`config.mk`:
```
export PLATFORM = sky130hd
export DESIGN_NAME = xbus_seq
export DESIGN_NICKNAME = d
export VERILOG_FILES = /design/src/rtl/xbus_pkg.sv /design/src/rtl/xbus_cfgsel.sv /design/src/rtl/xbus_fsm.sv /design/src/rtl/xbus_pins.sv /design/src/rtl/xbus_rcap.sv /design/src/rtl/xbus_seq.sv
export SDC_FILE = /design/constraint.sdc
export NUM_CORES = 1
export LEC_CHECK = 0
export BUFFER_PORTS_ARGS = -buffer_cell sky130_fd_sc_hd__buf_2
export CORE_ASPECT_RATIO = 1.2
export CORE_MARGIN = 1
export CORE_UTILIZATION = 35
export CTS_CLUSTER_DIAMETER = 80
export DETAILED_ROUTE_END_ITERATION = 10
export SLEW_MARGIN = 10
export SYNTH_ARGS = -nofsm -noshare
export SYNTH_HDL_FRONTEND = slang
export SYNTH_HIERARCHICAL = 1
export SYNTH_SLANG_ARGS = --single-unit
export TNS_END_PERCENT = 5
```
`constraint.sdc`:
```
create_clock -name clk -period 1.5 [get_ports clk]
set_input_delay 0.075 -clock clk [delete_from_list [all_inputs] [get_ports clk]]
set_output_delay 0.075 -clock clk [all_outputs]
set_load 0.02 [all_outputs]
```
`src/rtl/xbus_pkg.sv`:
```
package xbus_pkg;

    typedef enum logic [2:0] {
        ST_IDLE,
        ST_APRE,
        ST_CSET,
        ST_STRB,
        ST_CHLD,
        ST_APOST
    } bus_state_t;

    typedef struct packed {
        logic setup;
        logic hold;
        logic adly;
    } tcfg_t;

    // first state of a freshly started access
    function automatic bus_state_t entry_state(tcfg_t c);
        if (c.adly)
            return ST_APRE;
        else if (c.setup)
            return ST_CSET;
        else
            return ST_STRB;
    endfunction

    // state after the last strobe cycle when no merge happens
    function automatic bus_state_t exit_state(tcfg_t c);
        if (c.hold)
            return ST_CHLD;
        else if (c.adly)
            return ST_APOST;
        else
            return ST_IDLE;
    endfunction

    function automatic logic cs_phase(bus_state_t s);
        return (s == ST_CSET) || (s == ST_STRB) || (s == ST_CHLD);
    endfunction

endpackage

```
`src/rtl/xbus_cfgsel.sv`:
```
module xbus_cfgsel
    import xbus_pkg::*;
#(
    parameter int NAREA = 8,
    localparam int AREA_W = $clog2(NAREA)
) (
    input  logic [NAREA-1:0]  cfg_setup,
    input  logic [NAREA-1:0]  cfg_hold,
    input  logic [NAREA-1:0]  cfg_adly,
    input  logic [AREA_W-1:0] area,
    output tcfg_t             sel
);

    tcfg_t per_area [NAREA];

    for (genvar g = 0; g < NAREA; g++) begin : g_area
        assign per_area[g] = '{setup: cfg_setup[g], hold: cfg_hold[g], adly: cfg_adly[g]};
    end

    assign sel = per_area[area];

endmodule

```
`src/rtl/xbus_fsm.sv`:
```
module xbus_fsm
    import xbus_pkg::*;
#(
    parameter int NAREA = 8,
    parameter int AW = 16,
    parameter int DW = 16,
    localparam int AREA_W = $clog2(NAREA)
) (
    input  logic              clk,
    input  logic              rst,
    input  logic              req_valid,
    input  logic [AREA_W-1:0] req_area,
    input  logic              req_write,
    input  logic [AW-1:0]     req_addr,
    input  logic [DW-1:0]     req_wdata,
    input  tcfg_t             new_cfg,
    output logic              req_take,
    output bus_state_t        st,
    output logic              first,
    output logic [AREA_W-1:0] acc_area,
    output logic              acc_write,
    output logic [AW-1:0]     acc_addr,
    output logic [DW-1:0]     acc_wdata,
    output tcfg_t             acc_cfg
);

    bus_state_t        st_q, st_d;
    logic              take;
    logic              same_area;
    logic              first_q;
    logic [AREA_W-1:0] area_q;
    logic              write_q;
    logic [AW-1:0]     addr_q;
    logic [DW-1:0]     wdata_q;
    tcfg_t             cfg_q;

    assign same_area = (req_area == area_q);

    // a request is taken when idle, or merged during a same-area strobe cycle
    always_comb begin
        take = 1'b0;
        if (!rst && req_valid) begin
            if (st_q == ST_IDLE)
                take = 1'b1;
            else if (st_q == ST_STRB && same_area)
                take = 1'b1;
        end
    end

    always_comb begin
        st_d = st_q;
        case (st_q)
            ST_IDLE:  if (take) st_d = entry_state(new_cfg);
            ST_APRE:  st_d = cfg_q.setup ? ST_CSET : ST_STRB;
            ST_CSET:  st_d = ST_STRB;
            ST_STRB:  st_d = take ? ST_STRB : exit_state(cfg_q);
            ST_CHLD:  st_d = cfg_q.adly ? ST_APOST : ST_IDLE;
            ST_APOST: st_d = ST_IDLE;
            default:  st_d = ST_IDLE;
        endcase
    end

    always_ff @(posedge clk) begin
        if (rst) begin
            st_q    <= ST_IDLE;
            first_q <= 1'b0;
            area_q  <= '0;
            write_q <= 1'b0;
            addr_q  <= '0;
            wdata_q <= '0;
            cfg_q   <= '0;
        end else begin
            st_q    <= st_d;
            first_q <= take;
            if (take) begin
                area_q  <= req_area;
                write_q <= req_write;
                addr_q  <= req_addr;
                wdata_q <= req_wdata;
                cfg_q   <= new_cfg;
            end
        end
    end

    assign req_take  = take;
    assign st        = st_q;
    assign first     = first_q;
    assign acc_area  = area_q;
    assign acc_write = write_q;
    assign acc_addr  = addr_q;
    assign acc_wdata = wdata_q;
    assign acc_cfg   = cfg_q;

endmodule

```
`src/rtl/xbus_pins.sv`:
```
module xbus_pins
    import xbus_pkg::*;
#(
    parameter int NAREA = 8,
    parameter int AW = 16,
    parameter int DW = 16,
    localparam int AREA_W = $clog2(NAREA)
) (
    input  bus_state_t        st,
    input  logic              first,
    input  logic [AREA_W-1:0] acc_area,
    input  logic              acc_write,
    input  logic [AW-1:0]     acc_addr,
    input  logic [DW-1:0]     acc_wdata,
    output logic              bus_as_n,
    output logic [NAREA-1:0]  bus_cs_n,
    output logic              bus_rd_n,
    output logic              bus_wr_n,
    output logic [AW-1:0]     bus_addr,
    output logic [DW-1:0]     bus_dout,
    output logic              bus_doe
);

    logic in_cs;
    logic in_strb;

    assign in_cs   = cs_phase(st);
    assign in_strb = (st == ST_STRB);

    for (genvar g = 0; g < NAREA; g++) begin : g_cs
        assign bus_cs_n[g] = ~(in_cs && (acc_area == AREA_W'(g)));
    end

    assign bus_as_n = ~first;
    assign bus_rd_n = ~(in_strb && !acc_write);
    assign bus_wr_n = ~(in_strb && acc_write);
    assign bus_doe  = acc_write && (in_strb || st == ST_CHLD);
    assign bus_addr = acc_addr;
    assign bus_dout = acc_wdata;

endmodule

```
`src/rtl/xbus_rcap.sv`:
```
module xbus_rcap
    import xbus_pkg::*;
#(
    parameter int DW = 16
) (
    input  logic          clk,
    input  logic          rst,
    input  bus_state_t    st,
    input  logic          acc_write,
    input  logic [DW-1:0] bus_din,
    output logic          done,
    output logic [DW-1:0] rdata
);

    always_ff @(posedge clk) begin
        if (rst) begin
            done  <= 1'b0;
            rdata <= '0;
        end else begin
            done <= (st == ST_STRB);
            if (st == ST_STRB && !acc_write)
                rdata <= bus_din;
        end
    end

endmodule

```
`src/rtl/xbus_seq.sv`:
```
module xbus_seq
    import xbus_pkg::*;
#(
    parameter int NAREA = 8,
    parameter int AW = 16,
    parameter int DW = 16,
    localparam int AREA_W = $clog2(NAREA)
) (
    input  logic              clk,
    input  logic              rst,
    input  logic              req_valid,
    input  logic [AREA_W-1:0] req_area,
    input  logic              req_write,
    input  logic [AW-1:0]     req_addr,
    input  logic [DW-1:0]     req_wdata,
    output logic              req_take,
    input  logic [NAREA-1:0]  cfg_setup,
    input  logic [NAREA-1:0]  cfg_hold,
    input  logic [NAREA-1:0]  cfg_adly,
    output logic              done,
    output logic [DW-1:0]     rdata,
    output logic              bus_as_n,
    output logic [NAREA-1:0]  bus_cs_n,
    output logic              bus_rd_n,
    output logic              bus_wr_n,
    output logic [AW-1:0]     bus_addr,
    output logic [DW-1:0]     bus_dout,
    output logic              bus_doe,
    input  logic [DW-1:0]     bus_din
);

    tcfg_t             new_cfg;
    tcfg_t             acc_cfg;
    bus_state_t        st;
    logic              first;
    logic [AREA_W-1:0] acc_area;
    logic              acc_write;
    logic [AW-1:0]     acc_addr;
    logic [DW-1:0]     acc_wdata;

    xbus_cfgsel #(.NAREA(NAREA)) u_cfgsel (
        .cfg_setup (cfg_setup),
        .cfg_hold  (cfg_hold),
        .cfg_adly  (cfg_adly),
        .area      (req_area),
        .sel       (new_cfg)
    );

    xbus_fsm #(.NAREA(NAREA), .AW(AW), .DW(DW)) u_fsm (
        .clk       (clk),
        .rst       (rst),
        .req_valid (req_valid),
        .req_area  (req_area),
        .req_write (req_write),
        .req_addr  (req_addr),
        .req_wdata (req_wdata),
        .new_cfg   (new_cfg),
        .req_take  (req_take),
        .st        (st),
        .first     (first),
        .acc_area  (acc_area),
        .acc_write (acc_write),
        .acc_addr  (acc_addr),
        .acc_wdata (acc_wdata),
        .acc_cfg   (acc_cfg)
    );

    xbus_pins #(.NAREA(NAREA), .AW(AW), .DW(DW)) u_pins (
        .st        (st),
        .first     (first),
        .acc_area  (acc_area),
        .acc_write (acc_write),
        .acc_addr  (acc_addr),
        .acc_wdata (acc_wdata),
        .bus_as_n  (bus_as_n),
        .bus_cs_n  (bus_cs_n),
        .bus_rd_n  (bus_rd_n),
        .bus_wr_n  (bus_wr_n),
        .bus_addr  (bus_addr),
        .bus_dout  (bus_dout),
        .bus_doe   (bus_doe)
    );

    xbus_rcap #(.DW(DW)) u_rcap (
        .clk       (clk),
        .rst       (rst),
        .st        (st),
        .acc_write (acc_write),
        .bus_din   (bus_din),
        .done      (done),
        .rdata     (rdata)
    );

endmodule

```
==> flow_metrics.tcl, run 1 <==
set metrics [dict create \
    outcome "finished, violations left" \
    violations "setup timing" \
    drc_errors 0 \
    crit_path_start_kind "flip-flop" \
    final_common_cell "buf_2" \
    initial_core_util_pct 35.96 \
    fin_crit_ps 1719 \
    clk_latency_ps 330 \
    fin_area_sq_um 4855 \
    setup_viol 48 \
    cts.path.max_buffers 2 \
    wire_per_inst_um 13.84 \
    antenna_found_initial 0 \
    rsz0062_at_grt "true" \
    die_w_um 89.72 \
    finalMaxSlewViolations 0 \
    finClkSkew_ps 7.136 \
    synth-edff-count 0 \
    powerDensity_nw_per_um2 937.0 \
    grt_max_degree 65 \
    die_h_um 107.3 \
    rows 38 \
    worst_pin_slew_ps 487.4 \
    fp.dieArea_sq_um 9624 \
    place_area_sq_um 3974 \
    cts_tree "built" \
    synth.avg_cell_area_sq_um 9.505 \
    final_cell_mix "buf_2, nand2b_1, dfxtp_1" \
    ys_seq_area_share_pct 37.17 \
    holdCritPathClass "in -> reg" \
    grt_pass1_wl_um 14470 \
    synth_area_sq_um 3232 \
    ys_types 41 \
    cts-root-buf "clkbuf_8" \
    crit_start "u_fsm/acc_area[2]$_SDFFE_PP0P_" \
    grt_overflow_total 0 \
    io_pins 141 \
    clk_pin_slew_ps 70 \
    worst_ir_drop_vdd_mv 0.5648 \
    core_sq_um 8986 \
    async_flop_share_pct 0 \
    fin_ws_ps -219.0 \
    dp_hpwl_um 5699 \
    synth.ff_latch_count 60 \
    placement.setup.worst_slack_ps -127.2 \
    path_cells "xor2_2 -> o41a_1 -> nor2_4 -> buf_12 -> buf_8" \
    wl_um 8943 \
    grt_pass1_vias 3128 \
    endpoint "req_take" \
    grt_use_total_pct 18.88 \
    synth_cells 340 \
    vias 3075 \
    worst-r2r-cell-count 6 \
    required_ps 1420 \
    crit_path_max_fanout 2 \
    nets 600 \
    cts_sinks 60 \
    fillers 820 \
    maxSlewHeadroom_pct 67.51 \
    critPathSlowestCell "o41a_1" \
    cp-end-kind "output port" \
    cts_max_level 3 \
    multiInputGateArea_sq_um 1702 \
    cap_violations 0 \
    gp_congestion 0.8701 \
    timing.rr.end "u_fsm/acc_addr[7]$_SDFFE_PP0P_" \
    period_share_pct 114.6 \
    hold_viol_final 0 \
    regToRegStartpoint "u_fsm/acc_area[2]$_SDFFE_PP0P_" \
    antenna_left 0 \
    leakagePower_nw 2.107 \
    drive_gt1_share_pct 44.30 \
    drtIter0Drc 141 \
    cp_data_arrival_time_ps 1640 \
    clock.fmax_mhz 581.7 \
    ff_latch_area_sq_um 1214 \
    syn_nets 419 \
    antennaDiodeCount 0 \
    ys.flop_type "dfxtp_1" \
    portBuffers 140 \
    r2r_slack_ps -180 \
    area_delta_synth_final_pct 50.21 \
    yosysWarnings 6 \
    max_stage_delay_ps 460 \
    critPathKind "reg -> out" \
    vias_per_cell 4.760 \
    numCtsBuffers 9 \
    first_pass_iters 4 \
]
[final cells by class]
class / count / area share (%)
inverter: 5 / 0.3866
clock buffer: 15 / 3.634
timing repair buffer: 225 / 32.73
clock inverter: 1 / 0.1031
multi-input combinational: 220 / 35.05
tap: 120 / 3.093
sequential: 60 / 25.00
[worst min path at each step]
stage,start,to,slack [ps],cells after the start
after floorplan,req_addr[10],u_fsm/acc_addr[10]$_SDFFE_PP0P_,210,2
after global placement,req_addr[7],u_fsm/acc_addr[7]$_SDFFE_PP0P_,290,3
after detailed placement,req_addr[6],u_fsm/acc_addr[6]$_SDFFE_PP0P_,300,3
after CTS,bus_din[6],u_rcap/rdata[6]$_SDFFE_PP0P_,5,3
after global routing,bus_din[6],u_rcap/rdata[6]$_SDFFE_PP0P_,20,3
final,bus_din[6],u_rcap/rdata[6]$_SDFFE_PP0P_,30,3
[cells by family (layout without fill, tap and decap cells)]
logic type	count (synthesis)	count (layout)	share of synthesized area [%]
flops	60	60	37.17
simple gates	131	131	24.08
buf+inv	60	246	13.43
compound gates	61	61	13.63
xor+xnor	3	3	0.8132
mux	25	25	10.88
[metal layers]
metal  vias up  track usage (%)  part of all wire, %
met5         -                0                    0
met4         0            6.089                 0.82
met3         7            4.873                  6.4
met2       122            32.80                   49
met1      1428            22.74                   44
li1       1518                -                    -
[registers in the layout, summed over array words and instances (netlist names)]
name and flops:
u_fsm/acc_wdata 16, u_fsm/st 3, u_fsm/acc_addr 16, u_fsm/acc_cfg 3, u_fsm/acc_area 3, u_rcap/done 1
u_fsm/first 1, u_fsm/acc_write 1, u_rcap/rdata 16
[report_power, final]
part	internal [W]	switching [W]	total (W)
Clock	0.000736	0.000606	0.00134
Sequential	0.00174	0.0000840	0.00183
Combinational	0.000655	0.000725	0.00138
[cells in the mapped netlist, types with 2 or more instances]
cell type	n	area (sq um)
buf_2	4	20.02
o211ai_1	2	15.01
o21ai_2	19	166.4
nor3_1	2	10.01
buf_4	33	247.7
o2111ai_1	6	52.55
inv_1	5	18.77
mux4_1	6	157.7
o21ai_0	21	105.1
xor2_1	3	26.28
nand3_1	40	200.2
mux2i_1	16	160.2
buf_12	3	60.06
buf_6	4	45.04
a21oi_1	4	20.02
nor2_1	4	15.01
nand2_1	4	15.01
nand2b_1	70	437.9
dfxtp_1	60	1201
clkbuf_1	10	37.54
a31oi_1	2	12.51
mux2_2	3	33.78
[stage by stage]
stage,instances,setup TNS (ps),utilization [%],hold slack (ps),power (W)
CTS,646,-6450,53.59,5.487,0.004602
finish,646,-4857,54.02,31.68,0.004549
global placement,573,-1406,44.22,288.7,0.003017
floorplan,340,-1110,-,205.4,0.002696
global route,646,-8167,54.02,22.07,0.004795
detailed placement,573,-2629,44.22,297.9,0.003042
[critical path: cells and delay by family, from the launching register on]
| family | cells | cell delay, ps |
|---|---|---|
| AO/OA/AOI/OAI | 1 | 460 |
| buffers and inverters | 2 | 220 |
| flip-flops | 1 | 350 |
| XOR/XNOR | 1 | 140 |
| AND/OR/NAND/NOR | 1 | 140 |
[what timing repair did]
action / CTS / global route
gates resized for setup: 25 / 9
gates cloned: 2 / 0
buffers inserted: 7 / 0
setup endpoints to repair: 50 / 52
endpoints found under the hold margin: 48 / 0
pin swaps: 7 / 5
hold buffers: 48 / 0
No activity file was read; power rests on OpenSTA's default activity.
==> run 2: changes to the inputs <==
--- a/config.mk
+++ b/config.mk
@@ -6,11 +6,14 @@
 export NUM_CORES = 1
 export LEC_CHECK = 0
 export BUFFER_PORTS_ARGS = -buffer_cell sky130_fd_sc_hd__buf_2
+export CELL_PAD_IN_SITES_DETAIL_PLACEMENT = 1
+export CELL_PAD_IN_SITES_GLOBAL_PLACEMENT = 1
 export CORE_ASPECT_RATIO = 1.2
 export CORE_MARGIN = 1
-export CORE_UTILIZATION = 35
+export CORE_UTILIZATION = 31
 export CTS_CLUSTER_DIAMETER = 80
 export DETAILED_ROUTE_END_ITERATION = 10
+export PLACE_DENSITY_LB_ADDON = 0.1
 export SLEW_MARGIN = 10
 export SYNTH_ARGS = -nofsm -noshare
 export SYNTH_HDL_FRONTEND = slang
==> flow_metrics.tcl, run 2 (same netlist as run 1, synthesis figures left out) <==
set metrics [dict create \
    fin_ws_ps -261.8 \
    io_pins 141 \
    gp_congestion 0.7373 \
    drc_errors 0 \
    rsz0062_at_grt "true" \
    hold_path_depth 3 \
    finClkSkew_ps 5.591 \
    violations "setup timing" \
    drtIter0Drc 72 \
    holdCritPathClass "in -> reg" \
    nets 583 \
    leakagePower_nw 2.088 \
    clk_latency_ps 330 \
    cts_sinks 60 \
    cts-root-buf "clkbuf_16" \
    vias_per_cell 4.732 \
    grt_pass1_wl_um 15410 \
    vias 3000 \
    antenna_found_initial 0 \
    powerDensity_nw_per_um2 1097 \
    clock.fmax_mhz 567.6 \
    met3_usage_pct 4.467 \
    final_util_pct 47.64 \
    critPathKind "reg -> out" \
    crit_path_start_kind "flip-flop" \
    cp_data_arrival_time_ps 1690 \
    use_met1_pct 19.88 \
    portBuffers 140 \
    antenna_left 0 \
    dp_hpwl_um 6500 \
    fin_crit_ps 1762 \
    worst_ir_drop_vdd_mv 0.5193 \
    whs_endpoint "u_rcap/rdata[13]$_SDFFE_PP0P_" \
    wire_per_inst_um 15.03 \
    crit_path_max_fanout 2 \
    setup_viol 51 \
    whs_ps 9.898 \
    r2r_slack_ps -180 \
    drive_gt1_share_pct 45.47 \
    hold_viol_final 0 \
    period_share_pct 117.5 \
    fin_total_pwr_w 0.005256 \
    cap_violations 0 \
    min_from "bus_din[13]" \
    cp-end-kind "output port" \
    place_inst 578 \
    grt_pass1_vias 3243 \
    grt_overflow_total 0 \
    timing.rr.end "u_fsm/acc_addr[14]$_SDFFE_PP0P_" \
    finalMaxSlewViolations 0 \
    die_h_um 113.9 \
    worst-r2r-cell-count 7 \
    cts_tree "built" \
    ff_latch_area_sq_um 1210 \
    first_pass_iters 4 \
    grt_max_degree 60 \
    regToRegStartpoint "u_fsm/acc_area[2]$_SDFFE_PP0P_" \
    cts_max_level 3 \
    area_delta_synth_final_pct 48.28 \
    clk_pin_slew_ps 50 \
    rows 40 \
    fp.dieArea_sq_um 10840 \
    cts.path.max_buffers 2 \
    initial_core_util_pct 32.13 \
    worst_pin_slew_ps 459.5 \
    die_w_um 95.21 \
    numCtsBuffers 9 \
    final_common_cell "buf_2" \
    outcome "finished, violations left" \
    fillers 1185 \
    maxSlewHeadroom_pct 69.37 \
    antennaDiodeCount 0 \
    met2_usage_pct 33.67 \
    grt_use_total_pct 18.66 \
    wl_um 9532 \
    busiest_layer "met2" \
    core_sq_um 10060 \
    required_ps 1420 \
    final_cell_mix "buf_2, nand2b_1, dfxtp_1" \
    stdcell_count 634 \
    multiInputGateArea_sq_um 1677 \
]
run 2: critical path, stage by stage (launching register included):
cell and delay (ps):
dfxtp_4 360, xor2_4 150, o41a_1 470, nor2_4 150
buf_12 130, buf_8 100
run 2: how the worst max path moves through the flow:
stage / from / endpoint / slack, ps / cells past startpoint
final: u_fsm/acc_area[2]$_SDFFE_PP0P_ / req_take / -260 / 5
after global routing: u_fsm/acc_area[2]$_SDFFE_PP0P_ / req_take / -320 / 5
after CTS: u_fsm/acc_area[2]$_SDFFE_PP0P_ / req_take / -270 / 5
after detailed placement: req_area[0] / u_fsm/st[1]$_SDFFE_PP0P_ / -150 / 4
after global placement: u_fsm/acc_area[2]$_SDFFE_PP0P_ / u_fsm/acc_addr[3]$_SDFFE_PP0P_ / -100 / 5
after floorplan: u_fsm/acc_area[2]$_SDFFE_PP0P_ / u_fsm/acc_addr[0]$_SDFFE_PP0P_ / -60 / 6
run 2: what timing repair did:
| item | 4_1_cts | 5_1_grt |
|---|---|---|
| setup buffers | 3 | 1 |
| gates cloned | 1 | 0 |
| endpoints found under the setup margin | 51 | 52 |
| hold buffers | 36 | 0 |
| gates resized for setup | 16 | 28 |
| endpoints found under the hold margin | 36 | 0 |
| pin swaps | 4 | 6 |
run 2: through the flow:
stage	area, sq um	setup slack [ps]	TNS, ps
finish	4792	-261.8	-5392
global route	4792	-318.9	-9335
CTS	4750	-271.7	-7099
detailed placement	3961	-154.5	-3429
global placement	3961	-104.0	-2528
floorplan	3257	-59.85	-1110
run 2: area by class of cell:
class	instances	area share, %
Timing Repair Buffer	208	29.66
Sequential cell	60	25.25
Multi-Input combinational cell	220	34.99
Tap cell	126	3.290
Clock buffer	15	6.423
Inverter	5	0.3916
run 2: per-layer routing:
metal / routed length, um / share of wire (%) / vias to the layer above
met5: 0 / 0 / -
met4: 208 / 2.2 / 0
met3: 547 / 5.7 / 15
met2: 5074 / 53 / 84
met1: 3702 / 39 / 1419
li1: - / - / 1482
run 2: where the power goes:
part | internal (W) | switching (W) | total, W
Combinational | 0.000628 | 0.000712 | 0.00134
Clock | 0.00138 | 0.000701 | 0.00208
Sequential | 0.00175 | 0.0000892 | 0.00184
Total | 0.00375 | 0.00150 | 0.00526
